$ cat config.mk
export PLATFORM = sky130hd
export DESIGN_NAME = sreg_bus_master
export DESIGN_NICKNAME = d
export VERILOG_FILES = /design/src/rtl/sreg_pkg.sv /design/src/rtl/sreg_half_timer.sv /design/src/rtl/sreg_shifter.sv /design/src/rtl/sreg_irq_sync.sv /design/src/rtl/sreg_bus_master.sv
export SDC_FILE = /design/constraint.sdc
export NUM_CORES = 1
export LEC_CHECK = 0
export BUFFER_PORTS_ARGS = -buffer_cell sky130_fd_sc_hd__buf_2
export CAP_MARGIN = 40
export CORE_AREA = 2 2 130 69
export DETAILED_ROUTE_END_ITERATION = 12
export DIE_AREA = 0 0 132 71
export GPL_TIMING_DRIVEN = 0
export PLACE_DENSITY = 0.78
export SYNTH_ARGS = -nofsm -noshare
export SYNTH_HDL_FRONTEND = slang
export SYNTH_HIERARCHICAL = 1
export SYNTH_SLANG_ARGS = --single-unit
$ cat constraint.sdc
create_clock -name clk -period 2.75 [get_ports clk]
set_input_delay 0.825 -clock clk [delete_from_list [all_inputs] [get_ports clk]]
set_output_delay 0.825 -clock clk [all_outputs]
set_load 0.01 [all_outputs]
$ cat src/rtl/sreg_pkg.sv
`timescale 1ns/1ps
package sreg_pkg;
   typedef enum logic [1:0] {
      XK_ADDR  = 2'd0,
      XK_WRITE = 2'd1,
      XK_READ  = 2'd2,
      XK_RSVD  = 2'd3
   } xfer_kind_e;

   typedef enum logic [1:0] {
      PH_IDLE  = 2'd0,
      PH_SETUP = 2'd1,
      PH_LOW   = 2'd2,
      PH_HIGH  = 2'd3
   } phase_e;
endpackage

$ cat src/rtl/sreg_half_timer.sv
`timescale 1ns/1ps
module sreg_half_timer #(
   parameter int DIV_W = 4
) (
   input  logic             clk,
   input  logic             rst_n,
   input  logic             load,
   input  logic [DIV_W-1:0] div_in,
   input  logic             run,
   output logic             tick
);
   logic [DIV_W-1:0] div_lat;
   logic [DIV_W-1:0] cnt;

   assign tick = run && (cnt == div_lat);

   always_ff @(posedge clk or negedge rst_n) begin
      if (!rst_n) begin
         div_lat <= '0;
         cnt     <= '0;
      end else if (load) begin
         div_lat <= div_in;
         cnt     <= '0;
      end else if (run) begin
         cnt <= tick ? '0 : cnt + 1'b1;
      end
   end


   div_hold_chk: assert property (@(posedge clk) disable iff (!rst_n)
      (run && !load) |=> $stable(div_lat));
endmodule

$ cat src/rtl/sreg_shifter.sv
`timescale 1ns/1ps
module sreg_shifter #(
   parameter int FRAME_W = 24,
   parameter int RX_W    = 16
) (
   input  logic               clk,
   input  logic               rst_n,
   input  logic               load,
   input  logic [FRAME_W-1:0] frame,
   input  logic               adv,
   input  logic               smp,
   input  logic               din,
   output logic               dout,
   output logic [RX_W-1:0]    rx
);
   logic [FRAME_W-1:0] tx;

   assign dout = tx[FRAME_W-1];

   always_ff @(posedge clk or negedge rst_n) begin
      if (!rst_n) begin
         tx <= '0;
         rx <= '0;
      end else if (load) begin
         tx <= frame;
         rx <= '0;
      end else begin
         if (adv) tx <= {tx[FRAME_W-2:0], 1'b0};
         if (smp) rx <= {rx[RX_W-2:0], din};
      end
   end
endmodule

$ cat src/rtl/sreg_irq_sync.sv
`timescale 1ns/1ps
module sreg_irq_sync #(
   parameter int NUM = 2
) (
   input  logic           clk,
   input  logic           rst_n,
   input  logic [NUM-1:0] irq_n,
   output logic [NUM-1:0] pend
);
   for (genvar i = 0; i < NUM; i++) begin : g_ch
      logic s1, s2;
      always_ff @(posedge clk or negedge rst_n) begin
         if (!rst_n) begin
            s1 <= 1'b1;
            s2 <= 1'b1;
         end else begin
            s1 <= irq_n[i];
            s2 <= s1;
         end
      end
      assign pend[i] = ~s2;
   end
endmodule

$ cat src/rtl/sreg_bus_master.sv
`timescale 1ns/1ps
module sreg_bus_master #(
   parameter int ADDR_W     = 8,
   parameter int BYTE_W     = 8,
   parameter int NUM_SLAVES = 2,
   parameter int DIV_W      = 4,
   parameter int DIV_RESET  = 2,
   localparam int DATA_W    = 2 * BYTE_W,
   localparam int SEL_W     = (NUM_SLAVES > 1) ? $clog2(NUM_SLAVES) : 1
) (
   input  logic                  clk,
   input  logic                  rst_n,
   input  logic                  cfg_we,
   input  logic [DIV_W-1:0]      cfg_div,
   input  logic                  req_start,
   input  logic [SEL_W-1:0]      req_dev,
   input  logic [1:0]            req_kind,
   input  logic                  req_wide,
   input  logic [ADDR_W-1:0]     req_addr,
   input  logic [DATA_W-1:0]     req_wdata,
   output logic                  busy,
   output logic                  done,
   output logic [DATA_W-1:0]     rd_data,
   output logic [NUM_SLAVES-1:0] irq_pend,
   output logic                  sclk,
   output logic                  cmd_out,
   input  logic                  reply_in,
   output logic [NUM_SLAVES-1:0] cs_n,
   input  logic [NUM_SLAVES-1:0] irq_n
);
   import sreg_pkg::*;

   localparam int FRAME_W = ADDR_W + DATA_W;
   localparam int BIT_W   = $clog2(FRAME_W + 1);

   if (ADDR_W < 1 || BYTE_W < 1) begin : g_bad_width
      $error("ADDR_W and BYTE_W must be positive");
   end
   if (NUM_SLAVES < 1) begin : g_bad_slaves
      $error("NUM_SLAVES must be at least 1");
   end
   if (DIV_RESET >= (1 << DIV_W)) begin : g_bad_div
      $error("DIV_RESET does not fit in DIV_W bits");
   end

   phase_e                ph;
   logic [DIV_W-1:0]      div_q;
   logic [BIT_W-1:0]      bit_q, last_q;
   logic                  rd_q;
   logic                  sclk_q;
   logic                  done_q;
   logic [DATA_W-1:0]     rdat_q;
   logic [NUM_SLAVES-1:0] cs_q;
   logic                  tick, accept, is_last;
   logic                  tx_bit;
   logic [DATA_W-1:0]     rx;
   logic [FRAME_W-1:0]    frame;
   logic [BIT_W-1:0]      nbits;
   xfer_kind_e            kind;

   assign kind    = xfer_kind_e'(req_kind);
   assign accept  = req_start && (ph == PH_IDLE);
   assign is_last = (bit_q == last_q);

   always_comb begin
      frame = '0;
      nbits = BIT_W'(ADDR_W);
      frame[FRAME_W-1 -: ADDR_W] = req_addr;
      if (kind == XK_WRITE || kind == XK_READ) begin
         nbits = req_wide ? BIT_W'(FRAME_W) : BIT_W'(ADDR_W + BYTE_W);
      end
      if (kind == XK_WRITE) begin
         if (req_wide) frame[DATA_W-1:0] = req_wdata;
         else          frame[DATA_W-1 -: BYTE_W] = req_wdata[BYTE_W-1:0];
      end
   end

   // divider register, taken into the timer only when a transfer starts
   always_ff @(posedge clk or negedge rst_n) begin
      if (!rst_n)      div_q <= DIV_W'(DIV_RESET);
      else if (cfg_we) div_q <= cfg_div;
   end

   sreg_half_timer #(.DIV_W(DIV_W)) u_timer (
      .clk(clk), .rst_n(rst_n), .load(accept), .div_in(div_q),
      .run(ph != PH_IDLE), .tick(tick)
   );

   sreg_shifter #(.FRAME_W(FRAME_W), .RX_W(DATA_W)) u_shift (
      .clk(clk), .rst_n(rst_n), .load(accept), .frame(frame),
      .adv(ph == PH_HIGH && tick && !is_last),
      .smp(ph == PH_LOW && tick && rd_q && (bit_q >= BIT_W'(ADDR_W))),
      .din(reply_in), .dout(tx_bit), .rx(rx)
   );

   sreg_irq_sync #(.NUM(NUM_SLAVES)) u_irq (
      .clk(clk), .rst_n(rst_n), .irq_n(irq_n), .pend(irq_pend)
   );

   always_ff @(posedge clk or negedge rst_n) begin
      if (!rst_n) begin
         ph     <= PH_IDLE;
         bit_q  <= '0;
         last_q <= '0;
         rd_q   <= 1'b0;
         sclk_q <= 1'b1;
         done_q <= 1'b0;
         rdat_q <= '0;
         cs_q   <= '1;
      end else begin
         done_q <= 1'b0;
         case (ph)
            PH_IDLE: if (accept) begin
               ph     <= PH_SETUP;
               bit_q  <= '0;
               last_q <= nbits - 1'b1;
               rd_q   <= (kind == XK_READ);
               cs_q   <= ~(NUM_SLAVES'(1) << req_dev);
            end
            PH_SETUP: if (tick) begin
               ph     <= PH_LOW;
               sclk_q <= 1'b0;
            end
            PH_LOW: if (tick) begin
               ph     <= PH_HIGH;
               sclk_q <= 1'b1;
            end
            PH_HIGH: if (tick) begin
               if (is_last) begin
                  ph     <= PH_IDLE;
                  cs_q   <= '1;
                  done_q <= 1'b1;
                  rdat_q <= rx;
               end else begin
                  ph     <= PH_LOW;
                  sclk_q <= 1'b0;
                  bit_q  <= bit_q + 1'b1;
               end
            end
            default: ph <= PH_IDLE;
         endcase
      end
   end

   assign busy    = (ph != PH_IDLE);
   assign done    = done_q;
   assign rd_data = rdat_q;
   assign sclk    = sclk_q;
   assign cs_n    = cs_q;
   assign cmd_out = busy && tx_bit;


   cs_single_chk: assert property (@(posedge clk) disable iff (!rst_n)
      $countones(~cs_n) <= 1);

   sclk_idle_chk: assert property (@(posedge clk) disable iff (!rst_n)
      (&cs_n) |-> sclk);

   cmd_stable_chk: assert property (@(posedge clk) disable iff (!rst_n)
      $rose(sclk) |-> $stable(cmd_out));

   done_pulse_chk: assert property (@(posedge clk) disable iff (!rst_n)
      done |=> !done);

   done_idle_chk: assert property (@(posedge clk) disable iff (!rst_n)
      done |-> (!busy && (&cs_n)));

   start_ignored_chk: assert property (@(posedge clk) disable iff (!rst_n)
      (busy && req_start && !tick) |=> $stable(cs_n));
endmodule

==> flow_summary_export.csv <==
group,metric,value,unit
sta,rsz0062_at_grt,"no",
synth,ys.flop_type,"dfrtp_1",
min_path,min_path_type,"flip-flop to flip-flop",
synth,synth_edf_count,0,
critical_path,critPathLaunchType,"flip-flop",
floorplan,fp.dieW,132,um
floorplan,fp-row-count,24,
pwr,ir_drop,0.4305,mV
finish,mostFrequentLayoutCell,"dfrtp_1",
route,vias_per_cell,5.152,
floorplan,core,0.008318,sq mm
grt,grt_max_degree,55,
finish,finalCoreUtilization,59.19,%
critical_path,cp_top_family,"simple AND/OR/NAND/NOR gates",
sta,fmax,376.4,MHz
cts,clkSlewWorstSetupHoldPaths,60,ps
floorplan,ios,63,
synth,synth_top_area_share,48.38,%
sta,clock_skew,6.107,ps
route,via_count,2787,
critical_path,reg2reg_to,"rd_data[5]",
critical_path,cp_cell_sequence,"xor2_1 -> nor4_4 -> and2_1 -> nand3_1 -> a2111oi_4 -> buf_4 -> buf_4 -> mux2_2",
critical_path,setup.worst_path.class,"flip-flop to flip-flop",
synth,yosysSeqAreaShare,53.52,%
synth,ys_ff_latch,87,
min_path,min-delay-start,"u_irq/g_ch[0].s1",
route,ant_nets,0,
finish,ff_latch_area,0.002187,sq mm
sta,setup_viol,0,
grt,grt_pass1_wl,14150,um
critical_path,crit_buf_inv,2,
route,routed_wl,8495,um
critical_path,cpMaxStageDelayCell,"dfrtp_1",
min_path,hold_end,"u_irq/g_ch[0].s2",
synth,synthArstFlopShare,100.0,%
pwr,power,4528,uW
finish,multiInputGateArea,0.001719,sq mm
sta,tightest_slew,769.7,ps
placed_design,io_buffers,61,
finish,syn_to_final_growth,20.48,%
critical_path,r2r_cells,8,
grt,antenna_found_initial,0,
grt,overflow,0,
cts,numCtsBuffers,9,
sta,hold_violations,0,
synth,synthCells,343,
critical_path,critPathMaxFanout,5,
synth,syn-mean-instance-area,11.91,sq um
route,drc,0,
finish,antenna_cells,0,
cts,htreeDepth,3,
critical_path,end_kind,"flip-flop",
min_path,hold_depth,0,
route,dr.first_iter.drc_count,190,
critical_path,cp.depth,8,
critical_path,cp_data_required_time,2970,ps
critical_path,arrival,2880,ps
cts,cts_tree,"yes",
route,first_pass_iters,5,
grt,track_usage,19.26,%
finish,final_cell_mix,"dfrtp_1 (79), buf_2 (66), mux2i_1 (47)",
sta,layout_min_cycle_time,2657,ps
synth,synth.area.top_cells,"dfrtp_1 (48%), mux2i_1 (12%), mux2_2 (5.5%)",
critical_path,critical_path.max_stage_delay,420,ps
status,outcome,"finished clean",
synth,syn_area,0.004086,sq mm
sta,max_slew_margin,48.38,%
cts,insertion_delay,340,ps
floorplan,dieArea,0.009372,sq mm
finish,fin_nets,463,
finish,drive_gt1_share,32.55,%
finish,n_fill_cell,704,
pwr,p_leak,0.002319,uW
critical_path,reg2reg_slack,90,ps
sta,slew_violations,0,
floorplan,start_util,49.13,%
synth,synth.distinct_cells,45,
synth,synth_warnings,6,
synth,synth_top_cell_by_area,"dfrtp_1",
floorplan,die_h,71,um
critical_path,r2r_start,"u_timer/cnt[2]",
placed_design,dpl.cell_count,522,
placed_design,hpwl,6022,um
sta,period_share,96.60,%
route,wl_per_cell,15.70,um
sta,fin_tns_setup,0,ps
cts,hold_buffers,0,
grt,grt_pass1_vias,2817,
job,drv_cap,0,
pwr,powerDensity,919.7,mW/mm^2
placed_design,place.gp.congestion,0.8483,
cts,root_buffer,"clkbuf_16",
cts,clock_path_buffers,2,
synth,synth_fp_nets,387,
finish,instances_no_fill,541,
cts,cts.sinks,87,
critical_path,cp_common_cell,"buf_4",
-- per-stage QoR --
stage	instance area [sq um]	worst slack, ps	hold slack, ps
after floorplan	4086	134.8	345.2
after global placement	4538	-309.1	345.8
after detailed placement	4568	-423.6	347.2
after CTS	4910	65.05	356.0
after global routing	4923	4.695	360.0
final	4923	93.39	354.6
-- worst max-delay path by stage --
stage,from,endpoint
detailed placement,u_timer/cnt[2],rd_data[8]
CTS,u_timer/cnt[2],u_shift/tx[16]
global placement,u_timer/cnt[2],rd_data[14]
finish,u_timer/cnt[2],rd_data[5]
floorplan,u_timer/cnt[2],rd_data[10]
global route,u_timer/cnt[2],rd_data[1]
-- what timing repair did --
item | CTS | global route
buffers inserted | 3 | 0
resized for setup | 2 | 2
hold endpoints to repair | 0 | 0
pin swaps | 1 | 0
setup endpoints to repair | 23 | 34
-- power breakdown --
part / leakage, uW / switching, uW / internal (uW)
Combinational: 0.00105 / 677 / 609
Sequential: 0.00112 / 300 / 1700
Clock: 0.000156 / 469 / 775
-- cells by family (layout without fill, tap and decap cells) --
family	after synthesis	after routing	synth area share, %
AO/OA/AOI/OAI	47	47	7.685
XOR/XNOR	8	8	1.715
adder cells (fa/ha/maj)	5	5	1.531
buffers and inverters	31	112	4.960
flip-flops	87	87	53.52
multiplexers	74	74	19.60
AND/OR/NAND/NOR	91	91	10.99
-- cells in the mapped netlist (3+ instances only) --
master,count
buf_2,6
nor2b_1,10
ha_1,5
nor2_1,23
o21ai_1,18
nand2_1,30
inv_1,11
o21ai_0,9
dfstp_2,8
dfrtp_1,79
mux2_2,20
a211oi_1,3
a21o_1,3
nand3_1,4
mux2i_1,47
and3_1,8
xor2_1,7
nand4_1,4
mux2_4,7
clkbuf_1,5
nand2b_1,3
-- layout make-up --
cell class | count | area share [%]
flip-flops and latches | 87 | 44.42
multi-input cells | 225 | 34.92
repair buffers | 65 | 7.268
clock buffers | 13 | 5.489
plain buffers | 20 | 3.278
well taps | 117 | 2.973
inverters | 11 | 0.8386
clock inverters | 3 | 0.8132
-- sequential cells by signal, summed over array words and instances, names as in the netlist, 2 cells and up --
register         flops
bit_q                5
cs_n                 2
div_q                4
last_q               3
ph                   2
rd_data             16
u_irq/g_ch.s1        2
u_irq/g_ch.s2        2
u_shift/rx          16
u_shift/tx          24
u_timer/cnt          4
u_timer/div_lat      4
-- routing by layer --
| metal | vias up | track usage [%] | routed length [um] |
|---|---|---|---|
| met3 | 12 | 5.520 | 486 |
| li1 | 1334 | - | - |
| met2 | 83 | 28.94 | 3853 |
| met1 | 1358 | 27.17 | 4048 |
| met5 | - | 0 | 0 |
| met4 | 0 | 6.401 | 107 |
Note: power is estimated with default switching activity, not from simulation.
